`src/rtl/radio_spi_pkg.sv`:
```
package radio_spi_pkg;

  localparam int BYTE_W = 8;
  localparam int ADDR_W = 5;

  // opcode classes carried in the top three command bits
  localparam logic [2:0] OP_RD_REG = 3'b000;
  localparam logic [2:0] OP_WR_REG = 3'b001;

  localparam logic [7:0] CMD_RD_PAY  = 8'h61;
  localparam logic [7:0] CMD_WR_PAY  = 8'hA0;
  localparam logic [7:0] CMD_FL_TX   = 8'hE1;
  localparam logic [7:0] CMD_FL_RX   = 8'hE2;
  localparam logic [7:0] CMD_CE_ON   = 8'h70;
  localparam logic [7:0] CMD_CE_OFF  = 8'h71;
  localparam logic [7:0] CMD_PIN_SPI = 8'h74;
  localparam logic [7:0] CMD_PIN_IRQ = 8'h75;

  localparam logic [ADDR_W-1:0] A_MODE = 5'h00;
  localparam logic [ADDR_W-1:0] A_RETR = 5'h04;
  localparam logic [ADDR_W-1:0] A_CHAN = 5'h05;
  localparam logic [ADDR_W-1:0] A_RF   = 5'h06;
  localparam logic [ADDR_W-1:0] A_STAT = 5'h07;

  localparam logic [7:0] RST_MODE = 8'h08;
  localparam logic [7:0] RST_RETR = 8'h03;
  localparam logic [6:0] RST_CHAN = 7'h02;
  localparam logic [7:0] RST_RF   = 8'h0E;

  // index of the lowest flag bit inside the status byte
  localparam int FLAG_LSB = 4;
  localparam int N_FLAGS  = 3;

  typedef enum logic [2:0] {
    PH_CMD,
    PH_RD_REG,
    PH_WR_REG,
    PH_RD_PAY,
    PH_WR_PAY,
    PH_STAT,
    PH_SINK
  } phase_e;

endpackage

```
`src/rtl/radio_spi_sync.sv`:
```
module radio_spi_sync #(
  parameter int              WIDTH   = 3,
  parameter int              STAGES  = 2,
  parameter logic [WIDTH-1:0] RST_VAL = '0
) (
  input  logic             clk,
  input  logic             rst_n,
  input  logic [WIDTH-1:0] d_in,
  output logic [WIDTH-1:0] q_out
);

  logic [STAGES-1:0][WIDTH-1:0] stg_q;

  always_ff @(posedge clk or negedge rst_n) begin
    if (!rst_n) begin
      for (int i = 0; i < STAGES; i++) stg_q[i] <= RST_VAL;
    end else begin
      stg_q[0] <= d_in;
      for (int i = 1; i < STAGES; i++) stg_q[i] <= stg_q[i-1];
    end
  end

  assign q_out = stg_q[STAGES-1];

endmodule

```
`src/rtl/radio_spi_shifter.sv`:
```
module radio_spi_shifter
  import radio_spi_pkg::*;
(
  input  logic              clk,
  input  logic              rst_n,
  input  logic              csn_s,
  input  logic              sck_s,
  input  logic              din_s,
  input  logic [BYTE_W-1:0] load_byte,
  output logic              byte_valid,
  output logic [BYTE_W-1:0] rx_byte,
  output logic              load_req,
  output logic              dout
);

  localparam int CNT_W = $clog2(BYTE_W);
  localparam logic [CNT_W-1:0] CNT_LAST = CNT_W'(BYTE_W - 1);

  logic              sck_q;
  logic [CNT_W-1:0]  cnt_q, cnt_d;
  logic [BYTE_W-1:0] in_q, in_d;
  logic [BYTE_W-1:0] out_q, out_d;
  logic              pend_q, pend_d;
  logic              rise, fall;

  assign rise = sck_s & ~sck_q & ~csn_s;
  assign fall = ~sck_s & sck_q & ~csn_s;

  assign byte_valid = rise && (cnt_q == CNT_LAST);
  assign rx_byte    = {in_q[BYTE_W-2:0], din_s};
  assign load_req   = fall && pend_q;
  assign dout       = out_q[BYTE_W-1];

  always_comb begin
    cnt_d  = cnt_q;
    in_d   = in_q;
    out_d  = out_q;
    pend_d = pend_q;
    if (csn_s) begin
      cnt_d  = '0;
      pend_d = 1'b0;
    end else if (rise) begin
      in_d  = {in_q[BYTE_W-2:0], din_s};
      cnt_d = cnt_q + 1'b1;
      if (cnt_q == CNT_LAST) pend_d = 1'b1;
    end else if (fall) begin
      if (pend_q) begin
        out_d  = load_byte;
        pend_d = 1'b0;
      end else begin
        out_d = {out_q[BYTE_W-2:0], 1'b0};
      end
    end
  end

  always_ff @(posedge clk or negedge rst_n) begin
    if (!rst_n) begin
      sck_q  <= 1'b0;
      cnt_q  <= '0;
      in_q   <= '0;
      out_q  <= '0;
      pend_q <= 1'b0;
    end else begin
      sck_q  <= sck_s;
      cnt_q  <= cnt_d;
      in_q   <= in_d;
      out_q  <= out_d;
      pend_q <= pend_d;
    end
  end

  // a deselect always leaves the bit position at the start of a byte
  assert_cnt_cleared_R13: assert property (@(posedge clk) disable iff (!rst_n)
    csn_s |=> (cnt_q == '0));

  // a completed byte cannot be followed by a load in the very next cycle
  assert_load_spacing_R2: assert property (@(posedge clk) disable iff (!rst_n)
    byte_valid |=> !load_req);

endmodule

```
`src/rtl/radio_spi_regs.sv`:
```
module radio_spi_regs
  import radio_spi_pkg::*;
#(
  parameter int CH_MAX    = 125,
  parameter int FREQ_BASE = 2400,
  parameter int FREQ_W    = 12
) (
  input  logic              clk,
  input  logic              rst_n,
  input  logic              wr_en,
  input  logic [ADDR_W-1:0] addr,
  input  logic [BYTE_W-1:0] wdata,
  input  logic [N_FLAGS-1:0] evt,
  input  logic [2:0]        rx_pipe,
  output logic [BYTE_W-1:0] rd_data,
  output logic [BYTE_W-1:0] status,
  output logic [BYTE_W-1:0] mode,
  output logic [BYTE_W-1:0] retr,
  output logic [6:0]        chan,
  output logic [BYTE_W-1:0] rf,
  output logic [FREQ_W-1:0] freq_mhz,
  output logic              any_flag
);

  logic [BYTE_W-1:0]  mode_q, mode_d;
  logic [BYTE_W-1:0]  retr_q, retr_d;
  logic [6:0]         chan_q, chan_d;
  logic [BYTE_W-1:0]  rf_q, rf_d;
  logic [N_FLAGS-1:0] flag_q, flag_d;
  logic               wr_stat;

  assign wr_stat = wr_en && (addr == A_STAT);

  for (genvar g = 0; g < N_FLAGS; g++) begin : g_flag
    assign flag_d[g] = evt[g] | (flag_q[g] & ~(wr_stat & wdata[FLAG_LSB+g]));
  end

  always_comb begin
    mode_d = mode_q;
    retr_d = retr_q;
    chan_d = chan_q;
    rf_d   = rf_q;
    if (wr_en) begin
      case (addr)
        A_MODE: mode_d = wdata;
        A_RETR: retr_d = wdata;
        A_CHAN: if (int'(wdata) <= CH_MAX) chan_d = wdata[6:0];
        A_RF:   rf_d = wdata;
        default: ;
      endcase
    end
  end

  always_ff @(posedge clk or negedge rst_n) begin
    if (!rst_n) begin
      mode_q <= RST_MODE;
      retr_q <= RST_RETR;
      chan_q <= RST_CHAN;
      rf_q   <= RST_RF;
      flag_q <= '0;
    end else begin
      mode_q <= mode_d;
      retr_q <= retr_d;
      chan_q <= chan_d;
      rf_q   <= rf_d;
      flag_q <= flag_d;
    end
  end

  assign status = {1'b0, flag_q, rx_pipe, 1'b0};

  always_comb begin
    case (addr)
      A_MODE:  rd_data = mode_q;
      A_RETR:  rd_data = retr_q;
      A_CHAN:  rd_data = {1'b0, chan_q};
      A_RF:    rd_data = rf_q;
      A_STAT:  rd_data = status;
      default: rd_data = '0;
    endcase
  end

  assign mode     = mode_q;
  assign retr     = retr_q;
  assign chan     = chan_q;
  assign rf       = rf_q;
  assign freq_mhz = FREQ_W'(FREQ_BASE) + FREQ_W'(chan_q);
  assign any_flag = |flag_q;

  assert_chan_range_R4: assert property (@(posedge clk) disable iff (!rst_n)
    int'(chan) <= CH_MAX);

  assert_evt_sets_R6: assert property (@(posedge clk) disable iff (!rst_n)
    evt[N_FLAGS-1] |=> status[FLAG_LSB+N_FLAGS-1]);

  assert_w1c_clear_R5: assert property (@(posedge clk) disable iff (!rst_n)
    (wr_stat && wdata[FLAG_LSB+N_FLAGS-1] && !evt[N_FLAGS-1])
      |=> !status[FLAG_LSB+N_FLAGS-1]);

endmodule

```
`src/rtl/radio_spi_ctrl.sv`:
```
module radio_spi_ctrl
  import radio_spi_pkg::*;
#(
  parameter int SYNC_STAGES = 2,
  parameter int CH_MAX      = 125,
  parameter int FREQ_BASE   = 2400,
  parameter int FREQ_W      = 12
) (
  input  logic              clk,
  input  logic              rst_n,
  input  logic              csn,
  input  logic              sck,
  input  logic              dio_in,
  output logic              dio_out,
  output logic              dio_oe,
  input  logic              rx_evt,
  input  logic              tx_evt,
  input  logic              maxrt_evt,
  input  logic [2:0]        rx_pipe,
  input  logic [7:0]        rx_data,
  output logic              rx_pop,
  output logic [7:0]        tx_data,
  output logic              tx_push,
  output logic              tx_flush,
  output logic              rx_flush,
  output logic              ce_state,
  output logic              prim_rx,
  output logic              pwr_up,
  output logic [6:0]        rf_chan,
  output logic [FREQ_W-1:0] rf_freq_mhz,
  output logic [3:0]        retr_delay,
  output logic [3:0]        retr_limit,
  output logic [7:0]        rf_setup,
  output logic              irq_n
);

  // reset: asserted asynchronously, released on a clock edge
  logic [1:0] rst_pipe;
  logic       rst_int;

  always_ff @(posedge clk or negedge rst_n) begin
    if (!rst_n) rst_pipe <= 2'b00;
    else        rst_pipe <= {rst_pipe[0], 1'b1};
  end
  assign rst_int = rst_pipe[1];

  logic [2:0] pins_s;
  logic       csn_s, sck_s, din_s;

  radio_spi_sync #(
    .WIDTH  (3),
    .STAGES (SYNC_STAGES),
    .RST_VAL(3'b101)
  ) u_sync (
    .clk  (clk),
    .rst_n(rst_int),
    .d_in ({csn, sck, dio_in}),
    .q_out(pins_s)
  );
  assign {csn_s, sck_s, din_s} = pins_s;

  logic              byte_valid, load_req, sh_dout;
  logic [BYTE_W-1:0] rx_byte, load_byte;

  radio_spi_shifter u_shift (
    .clk       (clk),
    .rst_n     (rst_int),
    .csn_s     (csn_s),
    .sck_s     (sck_s),
    .din_s     (din_s),
    .load_byte (load_byte),
    .byte_valid(byte_valid),
    .rx_byte   (rx_byte),
    .load_req  (load_req),
    .dout      (sh_dout)
  );

  phase_e            ph_q, ph_d;
  logic [ADDR_W-1:0] addr_q, addr_d;
  logic              rdph_q, rdph_d;
  logic              ce_q, ce_d;
  logic              irqm_q, irqm_d;
  logic              wr_en;
  logic              push_q, push_d;
  logic              pop_q, pop_d;
  logic              ftx_q, ftx_d;
  logic              frx_q, frx_d;
  logic [BYTE_W-1:0] txd_q, txd_d;
  logic [BYTE_W-1:0] reg_rd, status, mode, retr;
  logic              any_flag;

  always_comb begin
    ph_d   = ph_q;
    addr_d = addr_q;
    rdph_d = rdph_q;
    ce_d   = ce_q;
    irqm_d = irqm_q;
    wr_en  = 1'b0;
    push_d = 1'b0;
    pop_d  = 1'b0;
    ftx_d  = 1'b0;
    frx_d  = 1'b0;
    txd_d  = txd_q;
    if (csn_s) begin
      ph_d   = PH_CMD;
      rdph_d = 1'b0;
    end else begin
      if (byte_valid) begin
        case (ph_q)
          PH_CMD: begin
            addr_d = rx_byte[ADDR_W-1:0];
            if (rx_byte[7:5] == OP_RD_REG) begin
              ph_d = PH_RD_REG;
            end else if (rx_byte[7:5] == OP_WR_REG) begin
              ph_d = PH_WR_REG;
            end else begin
              ph_d = PH_SINK;
              case (rx_byte)
                CMD_RD_PAY:  ph_d = PH_RD_PAY;
                CMD_WR_PAY:  ph_d = PH_WR_PAY;
                CMD_FL_TX:   ftx_d = 1'b1;
                CMD_FL_RX:   frx_d = 1'b1;
                CMD_CE_ON:   ce_d = 1'b1;
                CMD_CE_OFF:  ce_d = 1'b0;
                CMD_PIN_SPI: irqm_d = 1'b0;
                CMD_PIN_IRQ: irqm_d = 1'b1;
                default:     ph_d = PH_STAT;
              endcase
            end
          end
          PH_WR_REG: wr_en = 1'b1;
          PH_WR_PAY: begin
            push_d = 1'b1;
            txd_d  = rx_byte;
          end
          PH_RD_PAY: pop_d = 1'b1;
          default: ;
        endcase
      end
      if (load_req && (ph_q == PH_RD_REG || ph_q == PH_RD_PAY || ph_q == PH_STAT))
        rdph_d = 1'b1;
    end
  end

  always_comb begin
    case (ph_q)
      PH_RD_REG: load_byte = reg_rd;
      PH_RD_PAY: load_byte = rx_data;
      default:   load_byte = status;
    endcase
  end

  always_ff @(posedge clk or negedge rst_int) begin
    if (!rst_int) begin
      ph_q   <= PH_CMD;
      addr_q <= '0;
      rdph_q <= 1'b0;
      ce_q   <= 1'b0;
      irqm_q <= 1'b0;
      push_q <= 1'b0;
      pop_q  <= 1'b0;
      ftx_q  <= 1'b0;
      frx_q  <= 1'b0;
      txd_q  <= '0;
    end else begin
      ph_q   <= ph_d;
      addr_q <= addr_d;
      rdph_q <= rdph_d;
      ce_q   <= ce_d;
      irqm_q <= irqm_d;
      push_q <= push_d;
      pop_q  <= pop_d;
      ftx_q  <= ftx_d;
      frx_q  <= frx_d;
      txd_q  <= txd_d;
    end
  end

  radio_spi_regs #(
    .CH_MAX   (CH_MAX),
    .FREQ_BASE(FREQ_BASE),
    .FREQ_W   (FREQ_W)
  ) u_regs (
    .clk     (clk),
    .rst_n   (rst_int),
    .wr_en   (wr_en),
    .addr    (addr_q),
    .wdata   (rx_byte),
    .evt     ({rx_evt, tx_evt, maxrt_evt}),
    .rx_pipe (rx_pipe),
    .rd_data (reg_rd),
    .status  (status),
    .mode    (mode),
    .retr    (retr),
    .chan    (rf_chan),
    .rf      (rf_setup),
    .freq_mhz(rf_freq_mhz),
    .any_flag(any_flag)
  );

  assign irq_n      = ~any_flag;
  assign dio_oe     = csn_s ? irqm_q : rdph_q;
  assign dio_out    = csn_s ? irq_n : sh_dout;
  assign ce_state   = ce_q;
  assign prim_rx    = mode[0];
  assign pwr_up     = mode[1];
  assign retr_delay = retr[7:4];
  assign retr_limit = retr[3:0];
  assign tx_push    = push_q;
  assign tx_data    = txd_q;
  assign rx_pop     = pop_q;
  assign tx_flush   = ftx_q;
  assign rx_flush   = frx_q;

  assert_quiet_in_cmd_R14: assert property (@(posedge clk) disable iff (!rst_int)
    (!csn_s && ph_q == PH_CMD) |-> !dio_oe);

  assert_single_strobe_R9: assert property (@(posedge clk) disable iff (!rst_int)
    $onehot0({tx_push, rx_pop, tx_flush, rx_flush}));

  assert_flush_pulse_R9: assert property (@(posedge clk) disable iff (!rst_int)
    tx_flush |=> !tx_flush);

  assert_ce_held_R10: assert property (@(posedge clk) disable iff (!rst_int)
    csn_s |=> $stable(ce_state));

endmodule

```
`config.mk`:
```
export PLATFORM = sky130hd
export DESIGN_NAME = radio_spi_ctrl
export DESIGN_NICKNAME = d
export VERILOG_FILES = /design/src/rtl/radio_spi_pkg.sv /design/src/rtl/radio_spi_sync.sv /design/src/rtl/radio_spi_shifter.sv /design/src/rtl/radio_spi_regs.sv /design/src/rtl/radio_spi_ctrl.sv
export SDC_FILE = /design/constraint.sdc
export NUM_CORES = 1
export LEC_CHECK = 0
export BUFFER_PORTS_ARGS = -buffer_cell sky130_fd_sc_hd__buf_2
export CORE_MARGIN = 3
export CORE_UTILIZATION = 39
export CTS_CLUSTER_SIZE = 25
export DETAILED_ROUTE_END_ITERATION = 10
export GPL_TIMING_DRIVEN = 0
export SYNTH_ARGS = -nofsm -noshare
export SYNTH_HDL_FRONTEND = slang
export SYNTH_HIERARCHICAL = 1
export SYNTH_SLANG_ARGS = --single-unit
```
`constraint.sdc`:
```
create_clock -name clk -period 6.5 [get_ports clk]
set_input_delay 1.3 -clock clk [delete_from_list [all_inputs] [get_ports clk]]
set_output_delay 1.3 -clock clk [all_outputs]
set_load 0.005 [all_outputs]
```
; Word level (Yosys, flattened, before mapping)
; Cells that the tools add are included.
; Widths: inputs -> output; s select.
[word_totals]
register_bits = 85
input_bits = 19
word_cells = 141
[classes]
addsub = 2
order_cmp = 1
n_eq_ne = 20
muxes = 42
n_bitwise = 23
reduce_logical = 30
[op_table]
columns = operator, n
row1 = $eq 8x7->1 const B, 5
row2 = $pmux 8 s5, 1
row3 = $mux 1, 29
row4 = $eq 8x8->1 const B, 3
row5 = $mux 3, 7
row6 = $eq 5x3->1 const B, 4
row7 = $pmux 8 s2, 1
row8 = $add 12x7->12 const A, 1
row9 = $reduce_and 2->1, 6
row10 = $reduce_and 3->1, 4
row11 = $reduce_and 6->1, 2
row12 = $reduce_bool 2->1, 6
row13 = $and 1x1->1, 10
row14 = $not 1->1, 10
row15 = $eq 3x3->1 const B, 3
row16 = $pmux 3 s3, 1
row17 = $le 8x7->1 const B, 1
row18 = $mux 8, 1
row19 = $eq 3x1->1 const B, 2
row20 = $eq 3x2->1 const B, 2
row21 = $logic_not 3->1, 2
row22 = $reduce_or 6->1, 1
row23 = $logic_not 5->1, 1
row24 = $logic_and 1x1->1, 4
row25 = 7 further kinds, 11

; Depth between registers and ports, before layout
[depth]
depth_word = 11
depth_mapped = 11

; Modules after synthesis
; Netlist, hierarchy kept.
[modules_own_cells]
columns = module, instances, cells_each, area_per_inst_um2, seq_area_each_um2
row1 = radio_spi_regs, 1, 145, 1795.5, 859.6
row2 = radio_spi_ctrl, 1, 114, 1280.0, 625.6
row3 = radio_spi_shifter, 1, 72, 915.9, 500.5
row4 = radio_spi_sync, 1, 9, 177.7, 155.1

; Worst setup path after synthesis
; No wires, ideal clock.
[synth_timing]
path_type = register to register
start = register u_shift.sck_q
end = register u_regs.retr_q[2] (netlist: u_regs/retr[2])
setup_time_ps = 125
arrival_time_ps = 2473
required_ps = 6375
setup_slack_ps = 3902
stages_incl_launch_ff = 11
path_buffers = 2
period_less_slack_ps = 2598
cell_sequence = dfrtp_1 nand2b_1 buf_4 nor2_8 and2_1 nand2b_1 nor3_1 nand2_1 or4b_1 buf_4 mux2_4
[synth_between]
elab_chain_len = 7
[synth_rtl]
columns = item, line_no
row1 = "start, declared", radio_spi_shifter.sv:19  ; logic sck_q;
row2 = "start signal, assigned", radio_spi_shifter.sv:64  ; sck_q <= sck_s;
row3 = $not 1->1, radio_spi_shifter.sv:26  ; assign rise = sck_s & ~sck_q & ~csn_s;
row4 = $and 1x1->1 (2 in a row), radio_spi_shifter.sv:26
row5 = $logic_and 1x1->1, radio_spi_shifter.sv:29  ; assign byte_valid = rise && (cnt_q == CNT_LAST);
row6 = named net byte_valid, radio_spi_ctrl.sv:62  ; logic byte_valid, load_req, sh_dout;
row7 = $mux 1, radio_spi_ctrl.sv:108  ; if (byte_valid) begin
row8 = $mux 1, radio_spi_ctrl.sv:104  ; if (csn_s) begin
row9 = named net wr_en, radio_spi_ctrl.sv:83  ; logic wr_en;
row10 = $reduce_and 2->1 (no source line), n/a
row11 = "end signal, assigned", radio_spi_regs.sv:63  ; retr_q <= retr_d;
row12 = "end, declared", radio_spi_regs.sv:26  ; logic [BYTE_W-1:0] retr_q, retr_d;
; The timed path passes the listed nets, and every way through them passes these cells.
; A chain may end at the register's enable or synchronous reset.

; Worst setup path after layout
[layout_timing]
start = register u_shift.sck_q
end = register u_regs.retr_q[5] (netlist: u_regs/retr[5])
; The elaborated chain is that of the path after synthesis.

==> impl_results.rst <==
.. list-table::
   :header-rows: 1

   * - Metric
     - Value
   * - Area of the multi-input gates
     - 0.00178 sq mm
   * - Weighted congestion at the end of routability-driven global placement
     - 0.827
   * - Leading cell type in the layout, fill and taps excluded
     - sky130_fd_sc_hd__buf_2
   * - R2r setup slk
     - 3.33 ns
   * - Pin slew with the least headroom to its limit
     - 0.889 ns
   * - Remaining max-slew budget at the tightest pin
     - 0.403
   * - Insertion delay to the later sink of the worst-skew pair
     - 0.35 ns
   * - Kind of path behind the tightest hold check
     - reg -> async
   * - Result of the run
     - completed
   * - Number of flip-flops and latches in the synthesized netlist
     - 85
   * - Antenna fix cells
     - 0
   * - Pin count of the biggest net entering global routing
     - 61
   * - Max Cap Violations
     - 0
   * - # H-tree levels
     - 3
   * - Placement row count
     - 37
   * - Wire length reported by the detailed router
     - 9300 microns
   * - Vias in the first global route
     - 2846
   * - Max Transition Viols Final
     - 0
   * - R2r startpoint
     - u_shift/sck_q
   * - Synthesized instance count
     - 340
   * - Warnings from Yosys
     - 6
   * - Number of buffers between clock root and the deepest sink
     - 2
   * - Total of buffers placed on input and output ports
     - 67
   * - Final routed wire length divided by cell count
     - 16.5 microns
   * - Critical path capture point
     - u_regs/retr[5]
   * - Part of the Yosys area used for sequential elements
     - 0.514
   * - WP data required
     - 6.74 ns
   * - Total setup buffers inserted after CTS
     - 0
   * - Remaining global-route overflow
     - 0
   * - Launching element type of the critical path
     - flip-flop
   * - Number of different library cells in the post-synthesis netlist
     - 52
   * - Wire length of the first global-routing pass
     - 14900 microns
   * - Worst Setup End Kind
     - flip-flop
   * - CTS buffer count
     - 9
   * - RSZ-0062 raised after global routing
     - false
   * - Upper clock frequency limit
     - 315 MHz
   * - Final min period
     - 3.17 ns
   * - CTS Hold Buffers Added
     - 0
   * - Number of nets with antenna violations after routing
     - 0
   * - Nets@finish
     - 445
   * - Total via count after detailed routing
     - 2839
   * - Synthesized area per cell
     - 12.3 sq um
   * - Top routing layer in use
     - met4
   * - Cell Pwr Density
     - 233 mW/mm^2
   * - Summed negative setup slack over all endpoints
     - 0 ns
   * - Fraction of synthesis flops using an asynchronous set or reset pin
     - 1.00
   * - Quantity of gates resized following cts
     - 0
   * - IR drop worst, VDD
     - 0.107 mV
   * - Layout filler cell count
     - 1001
   * - Met2 routed wirelength
     - 4390 microns
   * - Area of the die
     - 0.0120 sq mm
   * - Start point of the critical path
     - u_shift/sck_q
   * - Top-level I/O count
     - 72
   * - Leading cell types in the layout, fill and taps excluded
     - sky130_fd_sc_hd__buf_2 (74), sky130_fd_sc_hd__dfrtp_1 (73), sky130_fd_sc_hd__mux2_2 (49)
   * - Die outline width
     - 109 microns
   * - Fraction of layout cells with a size suffix above 1
     - 0.463
   * - Syn Std Cell Area
     - 0.00417 sq mm
   * - Antenna violations before repair
     - 0
   * - Post-route clock period utilization
     - 0.488
   * - Final worst clock skew
     - 0.0112 ns
   * - Total length of routed met3 wires
     - 376 microns
   * - Core box area
     - 0.0104 sq mm
   * - Arrival time at the worst endpoint
     - 3.41 ns
   * - Leak pwr
     - 2.45 nW
   * - Post-layout utilization of the core
     - 0.477
   * - Die height
     - 109 microns
   * - DPL Wire Length
     - 6510 microns
   * - Sink Count
     - 85
   * - Vias per cell
     - 5.03
   * - CTS tree
     - yes
   * - Final hold vios
     - 0
   * - Wl on met1
     - 4320 microns
   * - Cell chosen for the clock root
     - sky130_fd_sc_hd__clkbuf_8
   * - Worst R2R End
     - u_regs/retr[5]
   * - Count of final setup violators
     - 0
   * - DR DRC count
     - 0
   * - Count of cells along the worst register-to-register path
     - 10
   * - Area growth, synth to finish
     - 18.7%
   * - All-Layer GR Usage
     - 0.164
   * - Storage element area
     - 0.00214 sq mm
   * - Main flop type after synthesis
     - sky130_fd_sc_hd__dfrtp_1
   * - Kind of critical path
     - reg -> reg
   * - EDFF count, synth
     - 0
   * - Clock edge transition at the registers on the reported setup and hold paths
     - 0.09 ns
   * - Effective utilization at floorplan
     - 0.402
   * - First-iteration detailed-routing DRC count
     - 80
   * - Pre-Repair DR Iteration Count
     - 4
   * - Critical-path maximum fanout
     - 8
## per-stage QoR
step	instances	cell area (sq um)	power (mW)	hold WS [ns]	setup WS (ns)
after CTS	564	4940	1.17	0.257	3.31
final	564	4950	1.15	0.239	3.33
after global placement	547	4690	0.756	0.334	2.97
after floorplan	344	4180	0.701	0.331	3.90
after detailed placement	548	4720	0.763	0.251	3.31
after global routing	564	4950	1.21	0.273	3.16
## synth_stat cells (4+ instances only)
cell	number	area [sq um]
sky130_fd_sc_hd__buf_4	20	150
sky130_fd_sc_hd__inv_1	10	37.5
sky130_fd_sc_hd__nand2b_1	7	43.8
sky130_fd_sc_hd__a21oi_1	8	40.0
sky130_fd_sc_hd__o21ai_0	12	60.1
sky130_fd_sc_hd__nor2_1	17	63.8
sky130_fd_sc_hd__nor3_1	7	35.0
sky130_fd_sc_hd__a22oi_1	10	75.1
sky130_fd_sc_hd__nand3_1	7	35.0
sky130_fd_sc_hd__dfstp_2	11	289
sky130_fd_sc_hd__mux2i_1	18	180
sky130_fd_sc_hd__mux2_4	11	165
sky130_fd_sc_hd__buf_2	7	35.0
sky130_fd_sc_hd__nand3b_1	4	30.0
sky130_fd_sc_hd__mux2_2	49	552
sky130_fd_sc_hd__nand2_1	18	67.6
sky130_fd_sc_hd__dfrtp_1	74	1850
## worst max-delay path, cell delays in order (launching register included)
cell and delay, ns:
sky130_fd_sc_hd__dfrtp_1 0.39, sky130_fd_sc_hd__nand2b_1 0.14, sky130_fd_sc_hd__buf_4 0.16, sky130_fd_sc_hd__nor2_8 0.16, sky130_fd_sc_hd__and2_1 0.17, sky130_fd_sc_hd__nand2b_1 0.08, sky130_fd_sc_hd__nor3_1 0.73, sky130_fd_sc_hd__nand2_1 0.21
sky130_fd_sc_hd__or4b_1 0.51, sky130_fd_sc_hd__buf_4 0.20, sky130_fd_sc_hd__mux2_4 0.30
## metal layers
metal / track usage / vias to the layer above
met2: 0.268 / 66
met4: 0.0659 / 0
met5: 0 / -
met1: 0.220 / 1399
li1: - / 1358
met3: 0.0241 / 16
## worst min-delay path by stage
stage / start / end / slack, ns / cells past startpoint
2_1_floorplan: rst_pipe[0] / rst_pipe[1] / 0.33 / 0
3_3_place_gp: u_sync/stg_q[1] / u_sync/q_out[1] / 0.33 / 0
3_5_place_dp: rst_pipe[1] / ph_q[0] / 0.25 / 0
4_1_cts: rst_pipe[1] / u_shift/in_q[1] / 0.26 / 0
5_1_grt: rst_pipe[1] / u_sync/q_out[1] / 0.27 / 0
6_report: rst_pipe[1] / u_sync/q_out[1] / 0.24 / 0
## layout make-up
class / count / share of cell area
Inverter: 10 / 0.00759
Sequential cell: 85 / 0.433
Timing Repair Buffer: 68 / 0.0733
Multi-Input combinational cell: 216 / 0.360
Clock inverter: 4 / 0.0111
Buffer: 33 / 0.0465
Tap cell: 136 / 0.0344
Clock buffer: 12 / 0.0334
## state kept, by name (all words and copies together) (netlist names), 2 cells and up
name	count
addr_q	5
ph_q	3
rst_pipe	2
tx_data	8
u_regs/chan	7
u_regs/flag_q	3
u_regs/mode	8
u_regs/retr	8
u_regs/rf	8
u_shift/cnt_q	3
u_shift/in_q	7
u_shift/out_q	8
u_sync/q_out	3
u_sync/stg_q	3
## kinds of logic (layout without fill, tap and decap cells)
logic type                 after synthesis  in the layout  synth area share
DFF                                     85             85             0.514
and+or+nand+nor                         81             81             0.112
muxes                                   79             79             0.221
AOI/OAI and AO/OA                       45             45            0.0759
buffers and inverters                   43            127            0.0642
adders and majority gates                3              3           0.00900
other                                    3              7           0.00270
xor gates and xnor gates                 1              1           0.00210
## power breakdown
group	leakage, nW	internal (mW)	switching (mW)
combinational	1.26	0.0589	0.0520
clock	0.109	0.211	0.189
sequential	1.08	0.560	0.0816
total	2.45	0.829	0.322
(Power assumes the default switching activity.)
